File: src/rtl/spi_link_pkg.sv
package spi_link_pkg;
  localparam int unsigned CTRL_W = 5;

  typedef enum logic [1:0] {
    ADDR_CTRL = 2'd0,
    ADDR_STAT = 2'd1,
    ADDR_DATA = 2'd2
  } regAddr_e;

  typedef struct packed {
    logic irqEn;
    logic cpha;
    logic cpol;
    logic master;
    logic enable;
  } ctrl_t;

  typedef struct packed {
    logic load;
    logic capture;
    logic shift;
    logic liveIn;
    logic txUpd;
  } dpStrobe_t;
endpackage

File: src/rtl/spi_link_dp.sv
module spi_link_dp
  import spi_link_pkg::*;
#(
  parameter int unsigned DW = 8
) (
  input  logic          clk,
  input  logic          rstN,
  input  dpStrobe_t     stb,
  input  logic [DW-1:0] loadData,
  input  logic          serIn,
  output logic [DW-1:0] shData,
  output logic          txOut
);
  logic [DW-1:0] shReg;
  logic          rxBit;
  logic          txBit;

  always_ff @(posedge clk or negedge rstN) begin
    if (!rstN) begin
      shReg <= '0;
      rxBit <= 1'b0;
      txBit <= 1'b0;
    end else if (stb.load) begin
      shReg <= loadData;
      txBit <= loadData[DW-1];
    end else begin
      if (stb.capture) rxBit <= serIn;
      if (stb.txUpd)   txBit <= shReg[DW-1];
      if (stb.shift)   shReg <= {shReg[DW-2:0], stb.liveIn ? serIn : rxBit};
    end
  end

  // second phase holds the outgoing bit apart so the live sample can shift in
  assign txOut  = stb.liveIn ? txBit : shReg[DW-1];
  assign shData = shReg;

  AST_LOAD_TAKES: assert property (@(posedge clk) disable iff (!rstN)
    stb.load |=> shData == $past(loadData));
endmodule

File: src/rtl/spi_link_ctl.sv
module spi_link_ctl
  import spi_link_pkg::*;
#(
  parameter int unsigned HALF = 2,
  parameter int unsigned DW   = 8
) (
  input  logic              clk,
  input  logic              rstN,
  input  logic [1:0]        regAddr,
  input  logic              regWr,
  input  logic              regRd,
  input  logic [CTRL_W-1:0] ctrlIn,
  input  logic              sckIn,
  input  logic              mosiIn,
  input  logic              misoIn,
  input  logic              ssN,
  input  logic              irqMask,
  output ctrl_t             ctrl,
  output logic              flag,
  output logic              busy,
  output logic              sckOut,
  output logic              sckOe,
  output logic              misoOe,
  output logic              serIn,
  output dpStrobe_t         stb,
  output logic              irq
);
  localparam int unsigned CNT_W = (HALF > 1) ? $clog2(HALF) : 1;
  localparam int unsigned BIT_W = $clog2(DW);

  logic [1:0]       sckSync, mosiSync, ssSync;
  logic             sckPrev;
  logic [CNT_W-1:0] divCnt;
  logic             phaseHi;
  logic [BIT_W-1:0] bitCnt;
  logic             seen;

  logic ctlWr, dataWr, dataRd, statRd;
  logic isMaster, isSlave, ssHigh, slaveSel, sRel, sRelPrev;
  logic tick, lead, trail, lastTrail, writeOk, clearEv;

  always_comb begin
    ctlWr     = regWr && (regAddr == ADDR_CTRL);
    dataWr    = regWr && (regAddr == ADDR_DATA);
    dataRd    = regRd && (regAddr == ADDR_DATA);
    statRd    = regRd && (regAddr == ADDR_STAT);
    isMaster  = ctrl.enable && ctrl.master;
    isSlave   = ctrl.enable && !ctrl.master;
    ssHigh    = ssSync[1];
    slaveSel  = isSlave && !ssHigh;
    sRel      = sckSync[1] ^ ctrl.cpol;
    sRelPrev  = sckPrev ^ ctrl.cpol;
    tick      = busy && (divCnt == CNT_W'(HALF - 1));
    lead      = isMaster ? (tick && !phaseHi) : (slaveSel && sRel && !sRelPrev);
    trail     = isMaster ? (tick && phaseHi)  : (slaveSel && !sRel && sRelPrev);
    lastTrail = trail && (bitCnt == BIT_W'(DW - 1));
    writeOk   = ctrl.enable && (!flag || seen) &&
                (isMaster ? !busy : (ctrl.cpha || ssHigh));
    clearEv   = flag && seen && (dataRd || (isSlave && dataWr));

    stb.load    = dataWr && writeOk;
    stb.capture = lead && !ctrl.cpha;
    stb.shift   = trail;
    stb.liveIn  = ctrl.cpha;
    stb.txUpd   = lead && ctrl.cpha;

    irq    = flag && ctrl.irqEn && !irqMask;
    sckOut = ctrl.cpol ^ phaseHi;
    sckOe  = isMaster;
    misoOe = slaveSel;
    serIn  = isMaster ? misoIn : mosiSync[1];
  end

  always_ff @(posedge clk or negedge rstN) begin
    if (!rstN) begin
      sckSync  <= '0;
      mosiSync <= '0;
      ssSync   <= 2'b11;
      sckPrev  <= 1'b0;
      ctrl     <= '0;
      flag     <= 1'b0;
      seen     <= 1'b0;
      busy     <= 1'b0;
      divCnt   <= '0;
      phaseHi  <= 1'b0;
      bitCnt   <= '0;
    end else begin
      sckSync  <= {sckSync[0], sckIn};
      mosiSync <= {mosiSync[0], mosiIn};
      ssSync   <= {ssSync[0], ssN};
      sckPrev  <= sckSync[1];

      if (ctlWr) ctrl <= ctrl_t'(ctrlIn);

      if (lastTrail)    flag <= 1'b1;
      else if (clearEv) flag <= 1'b0;

      if (clearEv || lastTrail) seen <= 1'b0;
      else if (statRd && flag)  seen <= 1'b1;

      if (!isMaster) begin
        busy    <= 1'b0;
        phaseHi <= 1'b0;
        divCnt  <= '0;
      end else if (stb.load) begin
        busy    <= 1'b1;
        phaseHi <= 1'b0;
        divCnt  <= '0;
      end else if (busy) begin
        divCnt <= tick ? '0 : divCnt + CNT_W'(1);
        if (tick)      phaseHi <= !phaseHi;
        if (lastTrail) busy    <= 1'b0;
      end

      if (stb.load || !ctrl.enable || (isSlave && ssHigh)) bitCnt <= '0;
      else if (trail) bitCnt <= lastTrail ? '0 : bitCnt + BIT_W'(1);
    end
  end

  AST_FLAG_STICKY: assert property (@(posedge clk) disable iff (!rstN)
    (flag && !seen) |=> flag);
  AST_CLEAR_SEQ: assert property (@(posedge clk) disable iff (!rstN)
    $fell(flag) |-> $past(seen));
  AST_BLOCKED_WRITE: assert property (@(posedge clk) disable iff (!rstN)
    (dataWr && flag && !seen && isMaster && !busy) |=> !busy);
  AST_SCK_IDLE: assert property (@(posedge clk) disable iff (!rstN)
    (isMaster && !busy) |-> (sckOut == ctrl.cpol));
  AST_DONE_FLAG: assert property (@(posedge clk) disable iff (!rstN)
    ($fell(busy) && isMaster) |-> flag);
  AST_IRQ_FLAG: assert property (@(posedge clk) disable iff (!rstN)
    irq |-> flag);
endmodule

File: src/rtl/spi_link.sv
module spi_link
  import spi_link_pkg::*;
#(
  parameter int unsigned DIV = 4,
  parameter int unsigned DW  = 8
) (
  input  logic          clk,
  input  logic          rstN,
  input  logic [1:0]    regAddr,
  input  logic          regWr,
  input  logic          regRd,
  input  logic [DW-1:0] regWdata,
  output logic [DW-1:0] regRdata,
  input  logic          sckIn,
  output logic          sckOut,
  output logic          sckOe,
  input  logic          mosiIn,
  output logic          mosiOut,
  input  logic          misoIn,
  output logic          misoOut,
  output logic          misoOe,
  input  logic          ssN,
  input  logic          irqMask,
  output logic          irq
);
  localparam int unsigned HALF = DIV / 2;

  ctrl_t         ctrl;
  dpStrobe_t     stb;
  logic          flag, busy, serIn, txOut;
  logic [DW-1:0] shData;

  spi_link_ctl #(.HALF(HALF), .DW(DW)) uCtl (
    .clk(clk), .rstN(rstN), .regAddr(regAddr), .regWr(regWr), .regRd(regRd),
    .ctrlIn(regWdata[CTRL_W-1:0]), .sckIn(sckIn), .mosiIn(mosiIn),
    .misoIn(misoIn), .ssN(ssN), .irqMask(irqMask), .ctrl(ctrl), .flag(flag),
    .busy(busy), .sckOut(sckOut), .sckOe(sckOe), .misoOe(misoOe),
    .serIn(serIn), .stb(stb), .irq(irq)
  );

  spi_link_dp #(.DW(DW)) uDp (
    .clk(clk), .rstN(rstN), .stb(stb), .loadData(regWdata), .serIn(serIn),
    .shData(shData), .txOut(txOut)
  );

  assign mosiOut = txOut;
  assign misoOut = txOut;

  always_comb begin
    case (regAddr)
      ADDR_CTRL: regRdata = {{(DW-CTRL_W){1'b0}}, ctrl};
      ADDR_STAT: regRdata = {flag, busy, {(DW-2){1'b0}}};
      ADDR_DATA: regRdata = shData;
      default:   regRdata = '0;
    endcase
  end
endmodule

File: config.mk
export PLATFORM = sky130hd
export DESIGN_NAME = spi_link
export DESIGN_NICKNAME = d
export VERILOG_FILES = /design/src/rtl/spi_link_pkg.sv /design/src/rtl/spi_link_dp.sv /design/src/rtl/spi_link_ctl.sv /design/src/rtl/spi_link.sv
export SDC_FILE = /design/constraint.sdc
export NUM_CORES = 1
export LEC_CHECK = 0
export ABC_AREA = 1
export BUFFER_PORTS_ARGS = -buffer_cell sky130_fd_sc_hd__buf_4
export CAP_MARGIN = 10
export CORE_ASPECT_RATIO = 0.7
export CORE_MARGIN = 5
export CORE_UTILIZATION = 30
export CTS_CLUSTER_DIAMETER = 60
export DETAILED_ROUTE_END_ITERATION = 12
export GPL_TIMING_DRIVEN = 0
export PLACE_DENSITY = 0.46
export SETUP_SLACK_MARGIN = 0.02
export SYNTH_ARGS = -nofsm -noshare
export SYNTH_HDL_FRONTEND = slang
export SYNTH_SLANG_ARGS = --single-unit
File: constraint.sdc
create_clock -name clk -period 1.6 [get_ports clk]
set_input_delay 0.16 -clock clk [delete_from_list [all_inputs] [get_ports clk]]
set_output_delay 0.16 -clock clk [all_outputs]
set_load 0.03 [all_outputs]
==> out/results.txt <==
Commonest non-fill, non-tap cell in the layout -> nand2_1
Mapped Avg Cell Area -> 7.64 um^2
IO Count -> 33
Post-layout util -> 39.4%
Setup CP Type -> flip-flop to flip-flop
Chip width -> 96.6 um
Crit path required time -> 1.76 ns
Setup WS pre-CTS -> 0.125 ns
Drc violations -> 0
Longest Clk Path Bufs -> 2
# diodes -> 0
Setup WS post-layout -> 0.134 ns
Critical Path AT -> 1.62 ns
CTS buffer count -> 5
Layout cells sized above 1 -> 24.8%
Crit end category -> flip-flop
Synth unique cells -> 25
First-pass GRT wire length -> 6.96 mm
Initial antenna violation count -> 0
Post-synth top area share -> 44.5%
Synth warn -> 0
Clock sink total -> 30
Via count -> 1394
Detailed Route Iter0 Violations -> 81
Critical Path Start -> uCtl.ssSync[1]
Pin count of the biggest net entering global routing -> 31
Biggest area consumer among synthesized cells -> dfrtp_1
Final nets -> 270
Pwr Density -> 1280 nW/um^2
Final Setup Violations -> 0
R2r setup slk -> 0.13 ns
Vias in the first global route -> 1363
FF-to-FF Start -> uCtl.ssSync[1]
Final antenna-violating net count -> 0
Cells after Synth -> 206
Slew Viols, Final -> 0
FF-to-FF End -> uDp.txBit
Cells on worst reg2reg path -> 8
Die Footprint -> 6820 um^2
Top area cells in the synthesized netlist -> dfrtp_1 45%, nand2_1 17%, nand3_1 6.4%
IO Port Bufs -> 32
Peak supply drop -> 518 uV
CP cell instances -> nor2_1 -> nand2_1 -> nand2_2 -> nor2_4 -> buf_6 -> nor2_1 -> nand3_1 -> nand3_1
Initial Util -> 30.4%
Grt ovf -> 0
GPL Wtd Cong -> 0.804
FMAX -> 0.682 GHz
CP endpoint -> uDp.txBit
CTS Root Cell -> clkbuf_8
Site Rows -> 22
DR pass1 iterations -> 4
# H-tree levels -> 2
Reg clk slew, reported paths -> 0.07 ns
Max incr delay on CP -> 0.57 ns
Die H -> 70.6 um
TritonCTS clock tree -> built
Core footprint -> 5170 um^2
Maxcap violations -> 0
Startpoint types -> flip-flop
TNS Setup -> 0 ns
Area Growth Syn to Fin -> 29.7%
Final wirelength -> 4.28 mm
Synth Register Bits -> 30
Synth Net Count -> 227
Post-CTS Setup Bufs -> 0
Cell area after synthesis -> 1570 um^2
Slew HR -> 73.9%
Avg Vias per Cell -> 4.33
Slew at the pin closest to its max-slew limit -> 0.392 ns
Status -> finished clean
DP HPWL -> 3.21 mm
Final Hold Fails -> 0
CP Max Fanout -> 10
Worst-skew pair later-pin latency -> 0.28 ns
Drt wl/cell -> 13.3 um
Most frequent cells in the layout -> 70 x nand2_1, 33 x buf_4, 27 x dfrtp_1
Post-synthesis sequential area ratio -> 47.9%
Final worst path period need -> 1.47 ns
GRT Overall Usage -> 13.6%
Worst Clk Skew -> 0.00999 ns
Type of the most critical hold path -> primary input to flip-flop
Crit-path slowest cell -> dfstp_2
RSZ-0062 raised after global routing -> yes
Final period utilization -> 91.6%
Static Leak -> 1.07 nW
==> state kept, by name, summed over array words and instances (netlist names), 2 cells and up <==
signal / cells
uCtl.ssSync: 2
uCtl.bitCnt: 3
uCtl.ctrl: 5
uDp.shData: 8
uCtl.sckSync: 2
uCtl.mosiSync: 2
==> worst max-delay path: cells and delay by family (launching register included) <==
family                 cells  cell delay [ns]
AND/OR/NAND/NOR            7             0.60
flip-flops                 1             0.57
buffers and inverters      1             0.18
==> synthesized netlist by cell type, drive strengths merged <==
cell type and n:
and3 1, dfstp 2, nand4 6, nand2 76
clkinv 1, o21ai 9, dfrtp 28, nand3 21
a21oi 5, ha 2, nor3 1, nor2 19
inv 27, xor2 1, buf 3, o31ai 1
o22ai 3
==> logic make-up after synthesis <==
| group | Yosys count | share of synthesized area (%) |
|---|---|---|
| AO/OA/AOI/OAI | 18 | 6.12 |
| flip-flops | 30 | 47.9 |
| AND/OR/NAND/NOR | 124 | 35.1 |
| adder cells (fa/ha/maj) | 2 | 1.59 |
| XOR/XNOR | 1 | 0.557 |
| buffers and inverters | 31 | 8.74 |
==> per-stage QoR <==
step	cells	total power, mW	area (um^2)	hold slack (ns)
6_report	322	2.62	2040	0.0832
5_1_grt	322	2.83	2040	0.0775
4_1_cts	322	2.65	2030	0.0742
3_5_place_dp	310	1.99	1900	0.125
3_3_place_gp	310	1.99	1900	0.128
2_1_floorplan	206	1.66	1570	-0.136
==> routing by layer <==
layer | GRT usage [%] | wire length, um | vias up
li1 | - | - | 736
met1 | 20.4 | 2230 | 615
met2 | 18.0 | 1700 | 35
met3 | 4.57 | 286 | 8
met4 | 4.67 | 57 | 0
met5 | 0 | 0 | -
==> final cells by class <==
cell class                 instances  area (um^2)
tap                               72         90.1
fill                             590         3130
inverter                          28          108
sequential                        30          754
multi-input combinational        145          688
timing repair buffer              36          280
clock buffer                       8         90.1
buffer                             3         30.0
==> power by group <==
part | switching (mW) | internal, mW
sequential | 0.139 | 0.943
combinational | 0.562 | 0.338
clock | 0.290 | 0.351
==> worst min path at each step <==
stage / slack (ns) / cells past startpoint / startpoint / endpoint
global route: 0.08 / 3 / regWdata[3] / uDp.shData[3]
finish: 0.08 / 3 / regWdata[3] / uDp.shData[3]
floorplan: -0.14 / 0 / rstN / uCtl.bitCnt[0]
CTS: 0.07 / 3 / regWdata[3] / uDp.shData[3]
detailed placement: 0.12 / 1 / rstN / uCtl.sckPrev
global placement: 0.13 / 1 / rstN / uCtl.sckPrev
==> what timing repair did <==
item / CTS / global route
resized for setup: 0 / 2
hold buffers: 4 / 0
endpoints found under the setup margin: 0 / 11
hold endpoints to repair: 31 / 0
(Power assumes the default switching activity.)
